**src/rtl/sdtok_pkg.sv**
```systemverilog
package sdtok_pkg;

  localparam logic [7:0] TOK_SINGLE = 8'hFE;
  localparam logic [7:0] TOK_MULTI  = 8'hFC;
  localparam logic [7:0] TOK_STOP   = 8'hFD;
  localparam logic [7:0] LINE_IDLE  = 8'hFF;
  localparam logic [7:0] LINE_BUSY  = 8'h00;

  localparam logic [2:0] RSP_OK   = 3'b010;
  localparam logic [2:0] RSP_CRC  = 3'b101;
  localparam logic [2:0] RSP_WERR = 3'b110;

  typedef enum logic [3:0] {
    S_IDLE,
    S_RD_TOK,
    S_RD_DATA,
    S_RD_CRCH,
    S_RD_CRCL,
    S_RD_ERR,
    S_WR_TOK,
    S_WR_DATA,
    S_WR_CRCH,
    S_WR_CRCL,
    S_WR_RESP,
    S_WR_BUSY
  } eng_state_t;

  // One byte through the x^16+x^12+x^5+1 shift register, MSB first.
  function automatic logic [15:0] crc16_step(input logic [15:0] c_in,
                                             input logic [7:0]  d);
    logic [15:0] c;
    logic        fb;
    c = c_in;
    for (int i = 7; i >= 0; i--) begin
      fb = c[15] ^ d[i];
      c  = {c[14:0], 1'b0};
      if (fb) c = c ^ 16'h1021;
    end
    return c;
  endfunction

  function automatic logic [7:0] rsp_byte(input logic [2:0] code);
    return {4'b0000, code, 1'b1};
  endfunction

  function automatic logic [7:0] err_token(input logic range_err);
    return {4'h0, range_err, 2'b00, ~range_err};
  endfunction

endpackage

```
**src/rtl/spitok_link.sv**
```systemverilog
module spitok_link #(
  parameter int SYNC = 2
) (
  input  logic       clk,
  input  logic       rst_n,
  input  logic       sck,
  input  logic       cs_n,
  input  logic       mosi,
  input  logic [7:0] tx_next,
  output logic       tx_load,
  output logic       rx_valid,
  output logic [7:0] rx_byte,
  output logic       miso,
  output logic       miso_oe
);

  logic [SYNC-1:0] sck_sy, cs_sy, mosi_sy;
  logic            sck_p, cs_p;
  logic [2:0]      bitcnt;
  logic [7:0]      rx_sh, tx_sh;

  wire sck_s    = sck_sy[SYNC-1];
  wire cs_s     = cs_sy[SYNC-1];
  wire mosi_s   = mosi_sy[SYNC-1];
  wire sck_rise = sck_s & ~sck_p & ~cs_s;
  wire sck_fall = ~sck_s & sck_p & ~cs_s;
  wire sel_fall = ~cs_s & cs_p;
  wire byte_end = sck_rise & (bitcnt == 3'd7);

  assign tx_load = sel_fall | (sck_fall & (bitcnt == 3'd0));
  assign miso    = tx_sh[7];

  always_ff @(posedge clk or negedge rst_n) begin
    if (!rst_n) begin
      sck_sy  <= '0;
      cs_sy   <= '1;
      mosi_sy <= '0;
      sck_p   <= 1'b0;
      cs_p    <= 1'b1;
    end else begin
      sck_sy  <= {sck_sy[SYNC-2:0], sck};
      cs_sy   <= {cs_sy[SYNC-2:0], cs_n};
      mosi_sy <= {mosi_sy[SYNC-2:0], mosi};
      sck_p   <= sck_s;
      cs_p    <= cs_s;
    end
  end

  always_ff @(posedge clk or negedge rst_n) begin
    if (!rst_n) begin
      bitcnt   <= '0;
      rx_sh    <= '0;
      tx_sh    <= 8'hFF;
      rx_valid <= 1'b0;
      rx_byte  <= '0;
      miso_oe  <= 1'b0;
    end else begin
      rx_valid <= 1'b0;
      if (cs_s) begin
        bitcnt  <= '0;
        miso_oe <= 1'b0;
      end else begin
        miso_oe <= 1'b1;
        if (sel_fall) begin
          tx_sh  <= tx_next;
          bitcnt <= '0;
        end
        if (sck_rise) begin
          rx_sh  <= {rx_sh[6:0], mosi_s};
          bitcnt <= bitcnt + 3'd1;
        end
        if (byte_end) begin
          rx_valid <= 1'b1;
          rx_byte  <= {rx_sh[6:0], mosi_s};
        end
        if (sck_fall) begin
          if (bitcnt == 3'd0) tx_sh <= tx_next;
          else                tx_sh <= {tx_sh[6:0], 1'b1};
        end
      end
    end
  end

  // a deselected card never drives the line
  assert_tristate_R7: assert property (@(posedge clk) disable iff (!rst_n)
    cs_s |=> !miso_oe);

  // a received byte is only reported while selected
  assert_rx_selected_R1: assert property (@(posedge clk) disable iff (!rst_n)
    rx_valid |-> $past(!cs_s));

endmodule

```
**src/rtl/spitok_engine.sv**
```systemverilog
module spitok_engine
  import sdtok_pkg::*;
#(
  parameter int BLK_BYTES = 512,
  parameter int AW        = $clog2(BLK_BYTES)
) (
  input  logic          clk,
  input  logic          rst_n,
  input  logic          rx_valid,
  input  logic [7:0]    rx_byte,
  input  logic          tx_load,
  output logic [7:0]    tx_next,
  input  logic          rd_go,
  input  logic          rd_fail,
  input  logic          rd_fail_range,
  input  logic          wr_go,
  input  logic          wr_multi,
  input  logic          blk_len_ok,
  output logic [AW-1:0] buf_addr,
  output logic          buf_we,
  output logic [7:0]    buf_wdata,
  input  logic [7:0]    buf_rdata,
  output logic          prog_start,
  input  logic          prog_done,
  output logic          card_busy
);

  localparam logic [AW-1:0] LAST = AW'(BLK_BYTES - 1);

  eng_state_t    st;
  logic [AW-1:0] cnt;
  logic [15:0]   crc;
  logic [7:0]    crc_hi;
  logic [7:0]    resp;
  logic [7:0]    errtok;
  logic          multi;

  // named internal events
  wire blk_last   = (cnt == LAST);
  wire start_hit  = rx_valid & (multi ? (rx_byte == TOK_MULTI) : (rx_byte == TOK_SINGLE));
  wire stop_hit   = rx_valid & multi & (rx_byte == TOK_STOP);
  wire resp_ok    = (resp[3:1] == RSP_OK);
  wire crc_match  = ({crc_hi, rx_byte} == crc);
  wire data_take  = rx_valid & (st == S_WR_DATA);

  assign buf_addr  = cnt;
  assign buf_we    = data_take;
  assign buf_wdata = rx_byte;
  assign card_busy = (st == S_WR_BUSY);

  always_comb begin
    unique case (st)
      S_RD_TOK:  tx_next = TOK_SINGLE;
      S_RD_DATA: tx_next = buf_rdata;
      S_RD_CRCH: tx_next = crc[15:8];
      S_RD_CRCL: tx_next = crc[7:0];
      S_RD_ERR:  tx_next = errtok;
      S_WR_RESP: tx_next = resp;
      S_WR_BUSY: tx_next = LINE_BUSY;
      default:   tx_next = LINE_IDLE;
    endcase
  end

  always_ff @(posedge clk or negedge rst_n) begin
    if (!rst_n) begin
      st         <= S_IDLE;
      cnt        <= '0;
      crc        <= '0;
      crc_hi     <= '0;
      resp       <= LINE_IDLE;
      errtok     <= '0;
      multi      <= 1'b0;
      prog_start <= 1'b0;
    end else begin
      prog_start <= 1'b0;
      unique case (st)
        S_IDLE: begin
          if (rd_go) begin
            errtok <= err_token(rd_fail_range);
            st     <= rd_fail ? S_RD_ERR : S_RD_TOK;
          end else if (wr_go) begin
            multi <= wr_multi;
            st    <= S_WR_TOK;
          end
        end
        S_RD_TOK: if (tx_load) begin
          st  <= S_RD_DATA;
          cnt <= '0;
          crc <= '0;
        end
        S_RD_DATA: if (tx_load) begin
          crc <= crc16_step(crc, buf_rdata);
          cnt <= cnt + 1'b1;
          if (blk_last) st <= S_RD_CRCH;
        end
        S_RD_CRCH: if (tx_load) st <= S_RD_CRCL;
        S_RD_CRCL: if (tx_load) st <= S_IDLE;
        S_RD_ERR:  if (tx_load) st <= S_IDLE;
        S_WR_TOK: begin
          if (start_hit) begin
            st  <= S_WR_DATA;
            cnt <= '0;
            crc <= '0;
          end else if (stop_hit) begin
            st <= S_IDLE;
          end
        end
        S_WR_DATA: if (rx_valid) begin
          crc <= crc16_step(crc, rx_byte);
          cnt <= cnt + 1'b1;
          if (blk_last) st <= S_WR_CRCH;
        end
        S_WR_CRCH: if (rx_valid) begin
          crc_hi <= rx_byte;
          st     <= S_WR_CRCL;
        end
        S_WR_CRCL: if (rx_valid) begin
          if (!blk_len_ok)     resp <= rsp_byte(RSP_WERR);
          else if (!crc_match) resp <= rsp_byte(RSP_CRC);
          else                 resp <= rsp_byte(RSP_OK);
          st <= S_WR_RESP;
        end
        S_WR_RESP: if (tx_load) begin
          if (resp_ok) begin
            st         <= S_WR_BUSY;
            prog_start <= 1'b1;
          end else begin
            st <= S_IDLE;
          end
        end
        S_WR_BUSY: if (prog_done) st <= multi ? S_WR_TOK : S_IDLE;
        default: st <= S_IDLE;
      endcase
    end
  end

  // only the three defined response codes are ever queued
  assert_rsp_code_R5: assert property (@(posedge clk) disable iff (!rst_n)
    (st == S_WR_RESP) |-> (resp == 8'h05 || resp == 8'h0B || resp == 8'h0D));

  // busy is held until programming reports done
  assert_busy_hold_R6: assert property (@(posedge clk) disable iff (!rst_n)
    (card_busy && !prog_done) |=> card_busy);

  // a programming request only accompanies entry into busy
  assert_prog_busy_R6: assert property (@(posedge clk) disable iff (!rst_n)
    prog_start |-> (card_busy && !$past(card_busy)));

  // the CRC phase is entered only after the last block address was written
  assert_blk_len_R4: assert property (@(posedge clk) disable iff (!rst_n)
    ((st == S_WR_CRCH) && $past(st == S_WR_DATA)) |-> $past(buf_we && buf_addr == LAST));

  // a start pulse outside idle leaves a busy engine busy
  assert_go_ignored_R9: assert property (@(posedge clk) disable iff (!rst_n)
    (card_busy && !prog_done && (rd_go || wr_go)) |=> card_busy);

endmodule

```
**src/rtl/sd_spi_token_engine.sv**
```systemverilog
module sd_spi_token_engine #(
  parameter int BLK_BYTES = 512,
  parameter int SYNC      = 2,
  parameter int AW        = $clog2(BLK_BYTES)
) (
  input  logic          clk,
  input  logic          rst_n,
  input  logic          spi_sck,
  input  logic          spi_cs_n,
  input  logic          spi_mosi,
  output logic          spi_miso,
  output logic          spi_miso_oe,
  input  logic          rd_go,
  input  logic          rd_fail,
  input  logic          rd_fail_range,
  input  logic          wr_go,
  input  logic          wr_multi,
  input  logic          blk_len_ok,
  output logic [AW-1:0] buf_addr,
  output logic          buf_we,
  output logic [7:0]    buf_wdata,
  input  logic [7:0]    buf_rdata,
  output logic          prog_start,
  input  logic          prog_done,
  output logic          card_busy
);

  logic [7:0] tx_next;
  logic       tx_load;
  logic       rx_valid;
  logic [7:0] rx_byte;

  spitok_link #(.SYNC(SYNC)) link_i (
    .clk      (clk),
    .rst_n    (rst_n),
    .sck      (spi_sck),
    .cs_n     (spi_cs_n),
    .mosi     (spi_mosi),
    .tx_next  (tx_next),
    .tx_load  (tx_load),
    .rx_valid (rx_valid),
    .rx_byte  (rx_byte),
    .miso     (spi_miso),
    .miso_oe  (spi_miso_oe)
  );

  spitok_engine #(.BLK_BYTES(BLK_BYTES), .AW(AW)) eng_i (
    .clk           (clk),
    .rst_n         (rst_n),
    .rx_valid      (rx_valid),
    .rx_byte       (rx_byte),
    .tx_load       (tx_load),
    .tx_next       (tx_next),
    .rd_go         (rd_go),
    .rd_fail       (rd_fail),
    .rd_fail_range (rd_fail_range),
    .wr_go         (wr_go),
    .wr_multi      (wr_multi),
    .blk_len_ok    (blk_len_ok),
    .buf_addr      (buf_addr),
    .buf_we        (buf_we),
    .buf_wdata     (buf_wdata),
    .buf_rdata     (buf_rdata),
    .prog_start    (prog_start),
    .prog_done     (prog_done),
    .card_busy     (card_busy)
  );

endmodule

```
**config.mk**
```make
export PLATFORM = sky130hd
export DESIGN_NAME = sd_spi_token_engine
export DESIGN_NICKNAME = d
export VERILOG_FILES = /design/src/rtl/sdtok_pkg.sv /design/src/rtl/spitok_link.sv /design/src/rtl/spitok_engine.sv /design/src/rtl/sd_spi_token_engine.sv
export SDC_FILE = /design/constraint.sdc
export NUM_CORES = 1
export LEC_CHECK = 0
export BUFFER_PORTS_ARGS = -buffer_cell sky130_fd_sc_hd__buf_2
export CORE_ASPECT_RATIO = 1.25
export CORE_MARGIN = 4
export CORE_UTILIZATION = 45
export DETAILED_ROUTE_END_ITERATION = 8
export PLACE_DENSITY = 0.73
export SLEW_MARGIN = 15
export SYNTH_ARGS = -nofsm -noshare
export SYNTH_HDL_FRONTEND = slang
export SYNTH_SLANG_ARGS = --single-unit
```
**constraint.sdc**
```tcl
create_clock -name clk -period 2.6 [get_ports clk]
set_input_delay 0.39 -clock clk [delete_from_list [all_inputs] [get_ports clk]]
set_output_delay 0.39 -clock clk [all_outputs]
set_load 0.02 [all_outputs]
```
==> flow_summary.json, run 1 <==
{
  "status": "finished clean",
  "cp_common_cell": "and3_1",
  "diodes": 0,
  "design_area_um2": 5570,
  "post_cts_resized": 0,
  "start_kind": "flip-flop",
  "ant_nets": 0,
  "synth_area_leaders": "dfrtp_1 34%, mux2_2 9.8%, dfstp_2 8.2%",
  "die_x_um": 100,
  "htreeDepth": 3,
  "wl_met2_um": 5700,
  "num_vias": 3978,
  "critPathKind": "reg -> reg",
  "slew_violations": 0,
  "avgSynthCellArea_um2": 10.3,
  "finalWirelength_um": 12100,
  "met3_length_um": 706,
  "post_drt_wl_per_cell_um": 18.6,
  "setup-tns-final_ns": 0,
  "yosysTopAreaCell": "dfrtp_1",
  "cts_root_buf": "clkbuf_16",
  "die_area_um2": 12400,
  "io_pins": 42,
  "drv_cap": 0,
  "cp_cell_sequence": "ha_1 -> and3_1 -> and3_1 -> and3_1 -> ha_1 -> a211oi_1 -> o21ai_1 -> and3_1 -> mux2_2",
  "ir_worst_vdd_mv": 0.483,
  "grt_max_degree": 45,
  "synth_edf_count": 0,
  "drive_gt1_share_pct": 29.8,
  "synth_most_common_cell": "dfrtp_1",
  "clk_pin_slew_ns": 0.06,
  "dpl_cell_area_um2": 5260,
  "dr.pass1.iters": 7,
  "coreArea_um2": 10300,
  "ys_ff_latch": 81,
  "power_switching_mw": 2.46,
  "post_cts_buffers": 0,
  "synth_top_cell_area_share_pct": 34.4,
  "path_max_fanout": 5,
  "critPathBufInv": 0,
  "crit_family": "simple AND/OR/NAND/NOR gates",
  "yosys-top-cells-count": "66 x dfrtp_1, 42 x mux2_2, 35 x o21ai_0, 28 x xnor2_1, 27 x xor2_1",
  "cts_buffers": 9,
  "cts_tree": "done",
  "port-buffer-count": 41,
  "clockPowerShare_pct": 21.3,
  "grt.overflow.total": 0,
  "fin_crit_sh_pct": 93.5,
  "synth_seq_area_share_pct": 42.6,
  "top_layer": "met4",
  "insertion_delay_ns": 0.34,
  "leakagePower_nw": 2.57,
  "slowest_delay_ns": 0.41,
  "die_h_um": 124,
  "power.density_nw_per_um2": 1120,
  "grt_pass1_vias": 3862,
  "setup_violations": 0,
  "finalHoldViolations": 0,
  "drcViolationCount": 0,
  "synthDistinctLibCells": 67,
  "syn_area_um2": 4800,
  "p_int_mw": 3.75,
  "final_nets": 542,
  "switching_share_pct": 39.6,
  "m1WireLength_um": 5180,
  "rsz0062_at_grt": "no",
  "crit_required_ns": 2.82,
  "hpwl_um": 8820,
  "grt_usage_pct": 20.6,
  "tightest_slew_ns": 0.586,
  "fin_skew_ns": 0.00692,
  "synth_fp_nets": 491,
  "clockBufferDepth": 2,
  "syn_inst": 466,
  "start_util_pct": 46.8,
  "timing.fmax_mhz": 411,
  "crit_arrival_ns": 2.65,
  "drtIter0Drc": 413,
  "grt_pass1_wl_um": 20000,
  "detail_route.vias_per_cell": 6.12,
  "ctsHoldBuffers": 0,
  "pwr-share-comb_pct": 47.4,
  "cp-end-kind": "flip-flop",
  "synth-async-reset-ratio_pct": 100,
  "antenna_found_initial": 0,
  "area_growth_pct": 15.9,
  "hold_path_class": "in -> async",
  "seq_power_share_pct": 31.3,
  "globalplace.congestion": 0.957,
  "cts.sinks": 81,
  "relSlewSlack_pct": 60.8,
  "synth-main-ff-cell": "dfrtp_1",
  "yosysWarnings": 0,
  "rows": 41,
  "min_period_ns": 2.43,
  "slowest_stage": "dfrtp_1"
}
## metal layers
| metal | GRT usage, % | vias to the layer above |
|---|---|---|
| li1 | - | 1821 |
| met1 | 26.6 | 1952 |
| met3 | 4.23 | 39 |
| met4 | 10.4 | 0 |
| met2 | 32.9 | 166 |
| met5 | 0 | - |
## registers in the layout (all words and copies together), names as in the netlist
name and cells:
link_i.sck_p 1, link_i.rx_sh 7, link_i.sck_sy 2, link_i.cs_p 1
eng_i.resp 4, link_i.rx_valid 1, link_i.rx_byte 8, eng_i.errtok 2
link_i.cs_sy 2, eng_i.crc_hi 8, eng_i.buf_addr 9, link_i.miso_oe 1
link_i.bitcnt 3, eng_i.multi 1, eng_i.prog_start 1, link_i.mosi_sy 2
link_i.tx_sh 8, eng_i.crc 16, eng_i.st 4
## power by group through the flow
stage	clock (mW)	sequential, mW	combinational [mW]
floorplan	0	1.79	2.32
global placement	0	1.94	2.81
detailed placement	0	1.95	2.87
CTS	1.36	1.94	2.91
global route	1.41	1.98	3.19
finish	1.33	1.94	2.94
## final cells by class
class / instances / area (um2)
Fill cell: 922 / 4690
Multi-Input combinational cell: 341 / 2550
Sequential cell: 81 / 2050
Timing Repair Buffer: 72 / 453
Clock buffer: 9 / 225
Tap cell: 129 / 161
Clock inverter: 6 / 83.8
Inverter: 12 / 45.0
## cell usage in the layout, fill, tap and decap left out, types with 3 or more instances in the layout
cell / instances
a22oi_1: 5
buf_4: 31
nand4b_1: 3
o221a_2: 3
mux2i_1: 6
nand2b_1: 6
o22ai_1: 7
nor3_1: 5
nand3_1: 9
dfstp_2: 15
o31ai_1: 18
and3_1: 7
ha_1: 5
nor3b_1: 4
nor2_1: 16
a31oi_1: 5
or3_1: 3
nor2b_1: 7
o22a_1: 4
nand2_1: 25
a21oi_1: 12
dfrtp_1: 66
inv_1: 11
clkbuf_16: 9
and3b_1: 3
o32ai_1: 5
xor2_1: 27
mux2_2: 42
xnor2_1: 28
buf_2: 40
nor4_1: 7
a22o_1: 4
o21ai_0: 34
o2111ai_1: 3
## per-stage QoR
| stage | setup WS (ns) | instances | utilization (%) | power [mW] | hold slack (ns) |
|---|---|---|---|---|---|
| global route | 0.0279 | 650 | 54.3 | 6.59 | 0.0546 |
| finish | 0.169 | 650 | 54.3 | 6.21 | 0.0194 |
| detailed placement | 0.158 | 635 | 51.3 | 4.83 | 0.336 |
| CTS | 0.0740 | 650 | 54.3 | 6.20 | 0.0329 |
| floorplan | 0.203 | 466 | - | 4.11 | 0.0944 |
| global placement | 0.302 | 635 | 51.3 | 4.75 | 0.333 |
## path summary, 6_finish.rpt
path / from / slack [ns] / cells after the start / to
worst max register to register: eng_i.buf_addr[0] / 0.17 / 9 / eng_i.st[2]
worst min register to register: link_i.mosi_sy[0] / 0.35 / 0 / link_i.mosi_sy[1]
worst max-delay path: eng_i.buf_addr[0] / 0.17 / 9 / eng_i.st[2]
max in group asynchronous: rst_n / 1.93 / 2 / link_i.cs_sy[0]
worst min-delay path: rst_n / 0.02 / 1 / eng_i.buf_addr[7]
min in group clk: spi_cs_n / 0.15 / 1 / link_i.cs_sy[0]
## worst reg2reg max path, cell delays in order, from the launching register on
cell and delay (ns):
dfrtp_1 0.41, ha_1 0.24, and3_1 0.18, and3_1 0.22
and3_1 0.20, ha_1 0.18, a211oi_1 0.18, o21ai_1 0.16
and3_1 0.26, mux2_2 0.29
## cell families after synthesis
family          after synthesis  share of synthesized area (%)
flops                        81                           42.6
fa+ha+maj                     5                           1.30
xor+xnor                     55                           10.0
buf+inv                      44                           4.22
simple gates                111                           13.2
mux                          48                           11.1
compound gates              122                           17.5
Note: power is estimated with default switching activity, not from simulation.
==> run 2, diff against run 1 <==
--- a/config.mk
+++ b/config.mk
@@ -6,11 +6,13 @@
 export NUM_CORES = 1
 export LEC_CHECK = 0
 export BUFFER_PORTS_ARGS = -buffer_cell sky130_fd_sc_hd__buf_2
+export CELL_PAD_IN_SITES_DETAIL_PLACEMENT = 2
+export CELL_PAD_IN_SITES_GLOBAL_PLACEMENT = 2
 export CORE_ASPECT_RATIO = 1.25
 export CORE_MARGIN = 4
-export CORE_UTILIZATION = 45
+export CORE_UTILIZATION = 39
 export DETAILED_ROUTE_END_ITERATION = 8
-export PLACE_DENSITY = 0.73
+export PLACE_DENSITY = 0.9
 export SLEW_MARGIN = 15
 export SYNTH_ARGS = -nofsm -noshare
 export SYNTH_HDL_FRONTEND = slang
==> run 2 against run 1 <==
  * Design area is 0.67% higher
  * Combinational power increased by 14%
  * Wire length increased by 46%
  * Sequential power increased by 2%
  * First-iteration DRC count decreased by 43%
  * Non-clock buffer count decreased by 2
  * Fmax shrank 3.2%
  * Final cell count up 5.2%
  * Clock power hardly changed
  * Sequential share of layout area fell by 0.25 points
  * Highest routed layer unchanged
==> flow_summary.json, run 2 (synthesis results as in run 1) <==
{
  "status": "finished clean",
  "finalHoldViolations": 0,
  "placed_cells": 667,
  "tightest_slew_ns": 1.24,
  "diodes": 0,
  "coreArea_um2": 12100,
  "post_drt_wl_per_cell_um": 25.8,
  "path_max_fanout": 16,
  "hp-start": "spi_cs_n",
  "insertion_delay_ns": 0.36,
  "globalplace.congestion": 0.897,
  "detail_route.vias_per_cell": 6.10,
  "p_total_mw": 6.64,
  "cp-end-kind": "flip-flop",
  "grt_pass1_vias": 4785,
  "dp_slack_ns": -0.0483,
  "grt_pass1_wl_um": 28000,
  "finalWirelength_um": 17700,
  "dr.pass1.iters": 5,
  "cts.sinks": 81,
  "reg2reg_to": "eng_i.crc[5]",
  "ir_worst_vdd_mv": 0.474,
  "r2r_slack_ns": 0.09,
  "mostFrequentLayoutCells": "66 x dfrtp_1, 42 x mux2_2, 40 x buf_2",
  "fin_crit_sh_pct": 96.6,
  "fin_cells": 684,
  "num_vias": 4173,
  "setup-tns-final_ns": 0,
  "clockBufferDepth": 2,
  "power.density_nw_per_um2": 1180,
  "critPathKind": "reg -> reg",
  "area_growth_pct": 16.7,
  "antenna_found_initial": 0,
  "die_area_um2": 14200,
  "io_pins": 42,
  "min_to": "link_i.cs_sy[0]",
  "holdPathStages": 1,
  "crit_required_ns": 2.83,
  "setup_violations": 0,
  "r2r-start": "link_i.bitcnt[0]",
  "port-buffer-count": 41,
  "ant_nets": 0,
  "cts_tree": "done",
  "die_x_um": 107,
  "final_nets": 540,
  "cts_buffers": 9,
  "hpwl_um": 12500,
  "grt_usage_pct": 25.7,
  "leakagePower_nw": 2.56,
  "relSlewSlack_pct": 17.1,
  "design_area_um2": 5610,
  "drv_cap": 0,
  "drive_gt1_share_pct": 30.6,
  "largest_reg_flops": 16,
  "htreeDepth": 3,
  "die_h_um": 132,
  "dpl_cell_area_um2": 5280,
  "reg2reg_depth": 8,
  "drtIter0Drc": 234,
  "min_period_ns": 2.51,
  "final_common_cell": "dfrtp_1",
  "crit_arrival_ns": 2.74,
  "start_kind": "flip-flop",
  "drcViolationCount": 0,
  "grt.overflow.total": 0,
  "whs_ns": 0.135,
  "grt_max_degree": 37,
  "top_register": "eng_i.crc",
  "start_util_pct": 39.7,
  "rsz0062_at_grt": "no",
  "fin_skew_ns": 0.0109,
  "setup_ws_ns": 0.0891,
  "slew_violations": 0,
  "final_util_pct": 46.3,
  "clk_pin_slew_ns": 0.07,
  "cts_root_buf": "clkbuf_16",
  "rows": 45,
  "timing.fmax_mhz": 398,
  "hold_path_class": "in -> reg"
}
[run 2: worst max path at each step]
stage | start | end
after global routing | link_i.bitcnt[0] | eng_i.crc[5]
after CTS | link_i.bitcnt[0] | eng_i.crc[5]
after floorplan | link_i.bitcnt[0] | eng_i.crc[12]
after detailed placement | link_i.bitcnt[0] | eng_i.crc[2]
final | link_i.bitcnt[0] | eng_i.crc[5]
after global placement | link_i.bitcnt[0] | eng_i.crc[0]
[run 2: metal layers]
layer | vias to the layer above | wire (um) | GRT usage [%]
met2 | 145 | 9150 | 44.6
met1 | 2159 | 6970 | 29.9
li1 | 1815 | - | -
met4 | 0 | 803 | 13.1
met3 | 54 | 755 | 4.56
met5 | - | 0 | 0
[run 2: report_power, final]
part / leakage [nW] / internal [mW] / switching, mW / total (mW)
clock: 0.144 / 0.681 / 0.636 / 1.32
combinational: 1.38 / 1.34 / 2.00 / 3.34
sequential: 1.03 / 1.58 / 0.401 / 1.98
total: 2.56 / 3.60 / 3.04 / 6.64
[run 2: final cells by class]
class | count | area [um2]
sequential | 81 | 2050
clock inverter | 7 | 70.1
clock buffer | 9 | 225
fill | 1261 | 6500
tap | 164 | 205
inverter | 12 | 45.0
multi-input combinational | 341 | 2570
timing repair buffer | 70 | 440
[run 2: what timing repair did]
item | in CTS | in global routing
endpoints found under the hold margin | 17 | 0
gates resized for setup | 2 | 5
buffers inserted | 0 | 0
endpoints found under the setup margin | 14 | 13
hold buffers | 1 | 0
pin swaps | 0 | 1
[run 2: worst max-delay path: stages (launching register included)]
cell and delay (ns):
dfrtp_1 0.37, inv_1 0.08, ha_1 0.22, and4bb_2 0.24, o221a_2 0.33, nor3_2 0.21, or3_4 0.26, buf_4 0.28
mux2_2 0.38
==> run 3, diff against run 2 <==
--- a/config.mk
+++ b/config.mk
@@ -12,7 +12,7 @@
 export CORE_MARGIN = 4
 export CORE_UTILIZATION = 39
 export DETAILED_ROUTE_END_ITERATION = 8
-export PLACE_DENSITY = 0.9
+export PLACE_DENSITY = 0.78
 export SLEW_MARGIN = 15
 export SYNTH_ARGS = -nofsm -noshare
 export SYNTH_HDL_FRONTEND = slang
==> run 3 against run 2 <==
  * First-iteration DRC count decreased by 3.0%
  * Hold slack got worse by 0.074 ns
  * Highest routed layer unchanged
  * Die area is the same
  * Clock skew about the same
  * Combinational power decreased by 3%
  * Via count shrank 3.6%
  * Sequential share of layout area is 0.15 points lower
  * Wire length down 7.0%
  * Critical path depth is 2 lower
  * Total power decreased by 1.1%
  * Sequential cell count unchanged
  * Sequential power about the same
==> flow_summary.json, run 3 (synthesis results as in run 1) <==
{
  "drtIter0Drc": 227,
  "start_kind": "flip-flop",
  "drcViolationCount": 0,
  "min_period_ns": 2.46,
  "top_layer": "met4",
  "tightest_slew_ns": 0.942,
  "met3_length_um": 519,
  "detail_route.vias_per_cell": 5.88,
  "switching_share_pct": 42.7,
  "path_max_fanout": 16,
  "cts.sinks": 81,
  "grt.overflow.total": 0,
  "dr.pass1.iters": 4,
  "r2r_slack_ns": 0.14,
  "fin_crit_sh_pct": 94.8,
  "post_drt_wl_per_cell_um": 24.0,
  "finalHoldViolations": 0,
  "grt_pass1_wl_um": 26500,
  "m1WireLength_um": 6500,
  "relSlewSlack_pct": 36.8,
  "crit_arrival_ns": 2.69,
  "rows": 45,
  "htreeDepth": 3,
  "rsz0062_at_grt": "no",
  "critPathKind": "reg -> reg",
  "post_cts_buffers": 0,
  "port-buffer-count": 41,
  "clk_pin_slew_ns": 0.07,
  "ir_worst_vdd_mv": 0.421,
  "dpl_cell_area_um2": 5300,
  "largest_reg_flops": 16,
  "grt_usage_pct": 24.4,
  "crit_required_ns": 2.83,
  "cp-end-kind": "flip-flop",
  "wl_met2_um": 8690,
  "drive_gt1_share_pct": 30.2,
  "p_int_mw": 3.76,
  "hpwl_um": 11900,
  "cts_tree": "done",
  "diodes": 0,
  "final_nets": 540,
  "fin_skew_ns": 0.0106,
  "num_vias": 4022,
  "leakagePower_nw": 2.58,
  "grt_max_degree": 46,
  "ant_nets": 0,
  "timing.fmax_mhz": 406,
  "area_growth_pct": 17.2,
  "setup-tns-final_ns": 0,
  "clockBufferDepth": 2,
  "design_area_um2": 5630,
  "io_pins": 42,
  "seq_power_share_pct": 29.9,
  "power.density_nw_per_um2": 1170,
  "power_switching_mw": 2.80,
  "insertion_delay_ns": 0.35,
  "coreArea_um2": 12100,
  "grt_pass1_vias": 4575,
  "hold_path_class": "in -> async",
  "status": "finished clean",
  "final_common_cell": "dfrtp_1",
  "start_util_pct": 39.7,
  "fin_cells": 684,
  "antenna_found_initial": 0,
  "finalWirelength_um": 16400,
  "pwr-share-comb_pct": 49.3,
  "die_x_um": 107,
  "cts_root_buf": "clkbuf_16",
  "placed_cells": 668,
  "drv_cap": 0,
  "die_h_um": 132,
  "slew_violations": 0,
  "cts_buffers": 9,
  "top_register": "eng_i.crc",
  "die_area_um2": 14200,
  "mostFrequentLayoutCells": "66 x dfrtp_1, 42 x mux2_2, 40 x buf_2",
  "globalplace.congestion": 0.879,
  "setup_violations": 0,
  "clockPowerShare_pct": 20.8
}
run 3: cell types whose count changed in the layout (fill, tap and decap cells not counted), sizes merged:
cell	before	now
buf	69	70
inv	16	12
clkinv	2	3
dlygate4sd3	1	0
clkbuf	9	12
run 3: cell type report:
| class | count | area, um2 |
|---|---|---|
| Clock inverter | 4 | 30.0 |
| Timing Repair Buffer | 70 | 450 |
| Multi-Input combinational cell | 341 | 2560 |
| Clock buffer | 12 | 289 |
| Inverter | 12 | 45.0 |
| Tap cell | 164 | 205 |
| Sequential cell | 81 | 2050 |
| Fill cell | 1274 | 6480 |
run 3: worst max-delay path, stage by stage, from the launching register on:
cell and delay, ns:
dfrtp_1 0.59, nor3b_1 0.53, a21oi_1 0.11, a2bb2oi_1 0.17, or3_4 0.46, buf_12 0.19
mux2_2 0.28
run 3: stage by stage:
step | utilization, % | power, mW | setup WS (ns) | hold WS (ns)
2_1_floorplan | - | 4.11 | 0.203 | 0.0944
3_3_place_gp | 43.8 | 4.92 | 0.166 | 0.333
3_5_place_dp | 43.8 | 5.10 | 0.00759 | 0.336
4_1_cts | 46.5 | 6.56 | 0.108 | 0.0809
5_1_grt | 46.5 | 6.97 | 0.0184 | 0.113
6_report | 46.5 | 6.56 | 0.136 | 0.0611
run 3: power groups by stage:
stage          registers [mW]  clock network [mW]  logic (mW)
5_1_grt                  2.00                1.44        3.52
3_5_place_dp             1.98                   0        3.12
2_1_floorplan            1.79                   0        2.32
4_1_cts                  1.96                1.39        3.21
3_3_place_gp             1.95                   0        2.98
6_report                 1.96                1.36        3.23
run 3: repair_timing:
item / CTS / global route
pin swaps: 0 / 1
endpoints found under the setup margin: 3 / 2
hold buffers: 0 / 0
gates resized for setup: 2 / 1
run 3: final timing paths:
kind                              startpoint                end  cells past startpoint
setup reg to reg                 eng_i.st[1]      eng_i.crc[15]                      6
setup / recovery                 eng_i.st[1]      eng_i.crc[15]                      6
max in group asynchronous              rst_n    link_i.tx_sh[0]                      2
min in group clk                    spi_cs_n    link_i.cs_sy[0]                      1
hold reg to reg            link_i.mosi_sy[0]  link_i.mosi_sy[1]                      0
hold / removal                         rst_n  eng_i.buf_addr[7]                      1
run 3: layer usage:
layer	GRT usage, %	vias up
li1	-	1808
met2	42.2	81
met4	12.2	0
met1	28.9	2093
met3	3.92	40
met5	0	-
